==> config.mk <==
export PLATFORM = sky130hd
export DESIGN_NAME = clt_mode_tracker
export DESIGN_NICKNAME = d
export VERILOG_FILES = /design/src/rtl/clt_pkg.sv /design/src/rtl/clt_fields.sv /design/src/rtl/clt_next_mode.sv /design/src/rtl/clt_class.sv /design/src/rtl/clt_mode_tracker.sv
export SDC_FILE = /design/constraint.sdc
export NUM_CORES = 1
export LEC_CHECK = 0
export ABC_AREA = 0
export BUFFER_PORTS_ARGS = -buffer_cell sky130_fd_sc_hd__buf_4
export CORE_AREA = 2 2 39 41
export CTS_CLUSTER_DIAMETER = 40
export DETAILED_ROUTE_END_ITERATION = 6
export DIE_AREA = 0 0 41 43
export SLEW_MARGIN = 20
export SYNTH_ARGS = -nofsm -noshare
export SYNTH_HDL_FRONTEND = slang
export SYNTH_SLANG_ARGS = --single-unit
==> constraint.sdc <==
create_clock -name clk -period 1.7 [get_ports clk]
set_clock_uncertainty 0.1 [all_clocks]
set_input_delay 0.34 -clock clk [delete_from_list [all_inputs] [get_ports clk]]
set_output_delay 0.34 -clock clk [all_outputs]
set_load 0.01 [all_outputs]
==> src/rtl/clt_pkg.sv <==
`timescale 1ns/1ps
package clt_pkg;
    localparam int PARCEL_W = 16;
    localparam int OPC_W    = 5;
    localparam int LEN_W    = 6;

    typedef enum logic [1:0] {
        MODE_STD  = 2'd0,
        MODE_C10  = 2'd1,
        MODE_C16  = 2'd2,
        MODE_ONCE = 2'd3
    } mode_e;

    typedef enum logic [1:0] {
        CLS_NONE    = 2'd0,
        CLS_C10     = 2'd1,
        CLS_C16_IMM = 2'd2,
        CLS_C16_REG = 2'd3
    } cls_e;

    typedef struct packed {
        mode_e            mode;
        logic [LEN_W-1:0] len;
        cls_e             cls;
    } trk_state_t;

    function automatic logic [LEN_W-1:0] len_of(input mode_e m);
        return (m == MODE_C10 || m == MODE_C16) ? LEN_W'(16) : LEN_W'(32);
    endfunction
endpackage

==> src/rtl/clt_fields.sv <==
`timescale 1ns/1ps
module clt_fields
    import clt_pkg::*;
#(
    parameter logic [OPC_W-1:0] ESC_OP = '0
) (
    input  logic [PARCEL_W-1:0] parcel_i,
    output logic                esc_hit_o,
    output logic                m_bit_o,
    output logic                n_bit_o
);
    // MSB-first numbering: bit 0 sits at the top of the vector
    localparam int TOP = PARCEL_W - 1;

    always_comb begin
        esc_hit_o = (parcel_i[TOP -: OPC_W] == ESC_OP);
        m_bit_o   = parcel_i[TOP];
        n_bit_o   = parcel_i[0];
    end
endmodule

==> src/rtl/clt_next_mode.sv <==
`timescale 1ns/1ps
module clt_next_mode
    import clt_pkg::*;
(
    input  mode_e cur_i,
    input  logic  esc_hit_i,
    input  logic  m_bit_i,
    input  logic  n_bit_i,
    output mode_e nxt_o
);
    always_comb begin
        nxt_o = cur_i;
        unique case (cur_i)
            MODE_STD:  nxt_o = esc_hit_i ? MODE_C10 : MODE_STD;
            MODE_C10:  nxt_o = n_bit_i ? MODE_C16 : MODE_STD;
            MODE_C16: begin
                if (n_bit_i)      nxt_o = MODE_C16;
                else if (m_bit_i) nxt_o = MODE_ONCE;
                else              nxt_o = MODE_STD;
            end
            MODE_ONCE: nxt_o = MODE_C16;
            default:   nxt_o = MODE_STD;
        endcase
    end
endmodule

==> src/rtl/clt_class.sv <==
`timescale 1ns/1ps
module clt_class
    import clt_pkg::*;
(
    input  mode_e cur_i,
    input  logic  m_bit_i,
    input  logic  n_bit_i,
    output cls_e  cls_o
);
    always_comb begin
        unique case (cur_i)
            MODE_C10: cls_o = CLS_C10;
            MODE_C16: cls_o = (m_bit_i && n_bit_i) ? CLS_C16_IMM : CLS_C16_REG;
            default:  cls_o = CLS_NONE;
        endcase
    end
endmodule

==> src/rtl/clt_mode_tracker.sv <==
`timescale 1ns/1ps
module clt_mode_tracker
    import clt_pkg::*;
#(
    parameter logic [OPC_W-1:0] ESC_OP = '0
) (
    input  logic                clk,
    input  logic                rst_n,
    input  logic                parcel_valid_i,
    input  logic                parcel_accept_i,
    input  logic [PARCEL_W-1:0] parcel_i,
    output logic [LEN_W-1:0]    next_len_o,
    output logic [1:0]          next_mode_o,
    output logic [1:0]          dec_class_o
);
    trk_state_t state_d, state_q;
    logic       esc_hit, m_bit, n_bit, fire;
    mode_e      mode_nxt;
    cls_e       cls_nxt;

    clt_fields #(.ESC_OP(ESC_OP)) u_fields (
        .parcel_i  (parcel_i),
        .esc_hit_o (esc_hit),
        .m_bit_o   (m_bit),
        .n_bit_o   (n_bit)
    );

    clt_next_mode u_next (
        .cur_i     (state_q.mode),
        .esc_hit_i (esc_hit),
        .m_bit_i   (m_bit),
        .n_bit_i   (n_bit),
        .nxt_o     (mode_nxt)
    );

    clt_class u_class (
        .cur_i   (state_q.mode),
        .m_bit_i (m_bit),
        .n_bit_i (n_bit),
        .cls_o   (cls_nxt)
    );

    assign fire = parcel_valid_i && parcel_accept_i;

    always_comb begin
        state_d = state_q;
        if (fire) begin
            state_d.mode = mode_nxt;
            state_d.len  = len_of(mode_nxt);
            state_d.cls  = cls_nxt;
        end
    end

    always_ff @(posedge clk) begin
        if (!rst_n) begin
            state_q.mode <= MODE_STD;
            state_q.len  <= LEN_W'(32);
            state_q.cls  <= CLS_NONE;
        end else begin
            state_q <= state_d;
        end
    end

    assign next_len_o  = state_q.len;
    assign next_mode_o = state_q.mode;
    assign dec_class_o = state_q.cls;
endmodule

==> results.yml <==
routing:
  drcViolationCount: 0
  antenna_left: 0
  vias_per_cell: 4.56
  detailedRoute.firstIterationViolations: 1
  length_of_the_first_detailed_routing_pass_in_iterations: 2
  vias: 360
  final_routed_wire_length_divided_by_cell_count_um: 9.85
  totalWireLength_um: 778
die:
  boundaryPins: 30
  floorplan.core_area_um2: 1380
  dieArea_um2: 1760
  floorplan.die.height_um: 43
  die-width_um: 41
  initial_utilization_pct: 27.8
  placement_rows: 14
logic_synthesis:
  yosysMostFrequentCell: "sky130_fd_sc_hd__dfxtp_1"
  synthesis.area_um2: 385
  yosys.area.top_type: "sky130_fd_sc_hd__dfxtp_1"
  netlist-cell-type-count: 22
  warnings_synthesis: 0
  post_synth_inst_count: 46
  asyncSetResetFlopFracSynth_pct: 0
  synthMuxAreaShare_pct: 0
  ys_top_cells_by_area: "sky130_fd_sc_hd__dfxtp_1, sky130_fd_sc_hd__ha_1, sky130_fd_sc_hd__buf_4"
  synth_xor_xnor_area_share_pct: 0
  main_combinational_cell_family_by_area_after_synthesis: "compound AO/OA/AOI/OAI gates"
  synth_enable_flop_cells: 0
  synth_top_area_share_pct: 31.2
  syn_area_per_cell_um2: 8.38
  ys_dominant_reg_cell: "sky130_fd_sc_hd__dfxtp_1"
  ys_ff_latch: 6
  ys_seq_area_share_pct: 31.2
  synth_common_cells: "sky130_fd_sc_hd__dfxtp_1, sky130_fd_sc_hd__o21ai_0"
  synth_compound_area_share_pct: 26.0
  post_synth_fa_ha_maj_area_fraction_pct: 13.0
  post_synth_and_or_nand_nor_area_fraction_pct: 16.2
critical_path:
  timing.reg2reg.worst_path_depth: 5
  worstSetupPathDepth: 5
  cp.buffers_inverters: 1
  critPathCaptureType: "register"
  path_delay_family: "compound AO/OA/AOI/OAI gates"
  timing.setup.critical_path_class: "register to register"
  worst_path_max_delay_cell: "sky130_fd_sc_hd__dfxtp_1"
  regToRegEndpoint: "next_len_o[5]"
  timing.critical_path.to: "next_len_o[5]"
  critical_path_arrival_ns: 1.60
  reg2reg_setup_slack_ns: 0.14
  worstSetupStartpoint: "next_mode_o[0]"
  path_cells: "inv_1 > ha_1 > and3b_1 > a211o_1 > a31o_1"
  crit_required_ns: 1.73
  reg2reg_from: "next_mode_o[0]"
  worst_setup_path_start_kind: "register"
  crit_path_max_fanout: 5
  crit_path_max_incr_delay_ns: 0.33
worst_hold_path:
  holdPathStages: 2
  startpoint_of_the_lowest_slack_hold_path: "rst_n"
  holdCritPathClass: "input pin to register"
clocking:
  postCtsSetupRepairBufs: 0
  cts_buffer_depth: 2
  clock_latency_ns: 0.24
  cts_tree: "done"
  htree_levels: 1
  cts.root.buffer_cell: "sky130_fd_sc_hd__clkbuf_4"
  cts-hold-fix-buffers: 0
  clkSlewWorstSetupHoldPaths_ns: 0.04
  cts-buffers-inserted: 3
  clock-sinks: 6
  post_cts_resize_count: 0
final_layout:
  area_growth_from_synthesis_to_final_layout_pct: 36.4
  n_fill_cell: 155
  stdcell_count: 79
  final_nets: 89
  inserted_diodes: 0
  seqCellArea_um2: 120
  area_of_the_multi_input_gates_um2: 228
  drive_gt1_share_pct: 30.2
  finished_core_util_pct: 38.0
placement:
  port_buffers: 15
  dpl.cell_count: 76
  gpl.final_weighted_congestion: 0.747
  place.detailed.hpwl_um: 641
timing:
  fmax_ghz: 0.640
  final_setup_violation_count: 0
  slew_violations: 0
  timing.final.crit_share_pct: 91.9
  fin_crit_ns: 1.56
  fin_setup_tns_ns: 0
  rsz_0062_raised_after_global_routing: "no"
  final-hold-violation-count: 0
power_and_ir_drop:
  p_total_mw: 0.332
  irDropWorstVdd_uv: 553
  static-leakage-power_nw: 0.236
  power.density_cell_area_nw_per_um2: 632
global_routing:
  global_route_wire_length_before_repair_um: 1260
  grt_pass1_vias: 326
  maximum_number_of_pins_on_one_net_before_global_route_repair: 9
  grt_antenna_before_repair: 0
  groute.usage.overall_pct: 11.2
  aggregate_global_routing_overflow: 0
outcome:
  status: "complete, no violations"
run:
  maxCapViolCount: 0
==> sequential cells by signal, indices dropped and copies added, names as in the netlist <==
register,cells
dec_class_o,2
next_len_o,2
next_mode_o,2
==> final cells by class <==
class	instances	share of cell area (%)
Clock buffer	3	4.29
Tap cell	16	3.81
Multi-Input combinational cell	34	43.3
Inverter	4	2.86
Timing Repair Buffer	16	22.9
Sequential cell	6	22.9
==> metal layers <==
layer  share of wire, %  vias up  track usage, %
met5                  0        -               0
met4                  0        0            4.00
met3                9.9        0            9.42
met2                 46       15            16.6
met1                 43      158            11.0
li1                   -      187               -
==> worst min path at each step <==
stage               slack [ns]        endpoint
CTS                       0.29  dec_class_o[1]
finish                    0.29  dec_class_o[1]
global placement          0.35  dec_class_o[0]
detailed placement        0.36  dec_class_o[1]
global route              0.29  dec_class_o[1]
floorplan                 0.38   next_len_o[4]
==> placed cells by master (no fill, tap or decap) <==
cell,instances
sky130_fd_sc_hd__nor3b_1,1
sky130_fd_sc_hd__a31oi_1,2
sky130_fd_sc_hd__o211ai_1,1
sky130_fd_sc_hd__a21boi_0,3
sky130_fd_sc_hd__and3b_1,1
sky130_fd_sc_hd__ha_1,4
sky130_fd_sc_hd__conb_1,4
sky130_fd_sc_hd__or2b_1,1
sky130_fd_sc_hd__a32o_1,1
sky130_fd_sc_hd__dfxtp_1,6
sky130_fd_sc_hd__nor4_1,1
sky130_fd_sc_hd__clkbuf_4,3
sky130_fd_sc_hd__a21oi_1,1
sky130_fd_sc_hd__nor2_1,1
sky130_fd_sc_hd__buf_4,16
sky130_fd_sc_hd__and2_1,1
sky130_fd_sc_hd__a31o_1,1
sky130_fd_sc_hd__nand2_1,4
sky130_fd_sc_hd__nand3b_1,1
sky130_fd_sc_hd__inv_1,4
sky130_fd_sc_hd__o21ai_0,5
sky130_fd_sc_hd__a211o_1,1
==> logic make-up (layout without fill, tap and decap cells) <==
| kind of cell | Yosys count | count (layout) |
|---|---|---|
| other | 1 | 4 |
| AOI/OAI and AO/OA | 15 | 15 |
| buffers and inverters | 9 | 23 |
| adders and majority gates | 4 | 4 |
| and+or+nand+nor | 11 | 11 |
| DFF | 6 | 6 |
==> where the power goes <==
part,internal (mW),switching (mW)
sequential,0.146,0.00225
combinational,0.0285,0.0263
clock,0.0797,0.0496
total,0.254,0.0781
==> metrics by stage <==
stage	worst slack (ns)	hold slack (ns)	instance area, µm²
after floorplan	0.115	0.378	397
after detailed placement	0.141	0.357	503
after global placement	0.168	0.352	503
final	0.137	0.294	526
after CTS	0.134	0.291	526
after global routing	0.0648	0.292	526
Note: power is estimated with default switching activity, not from simulation.
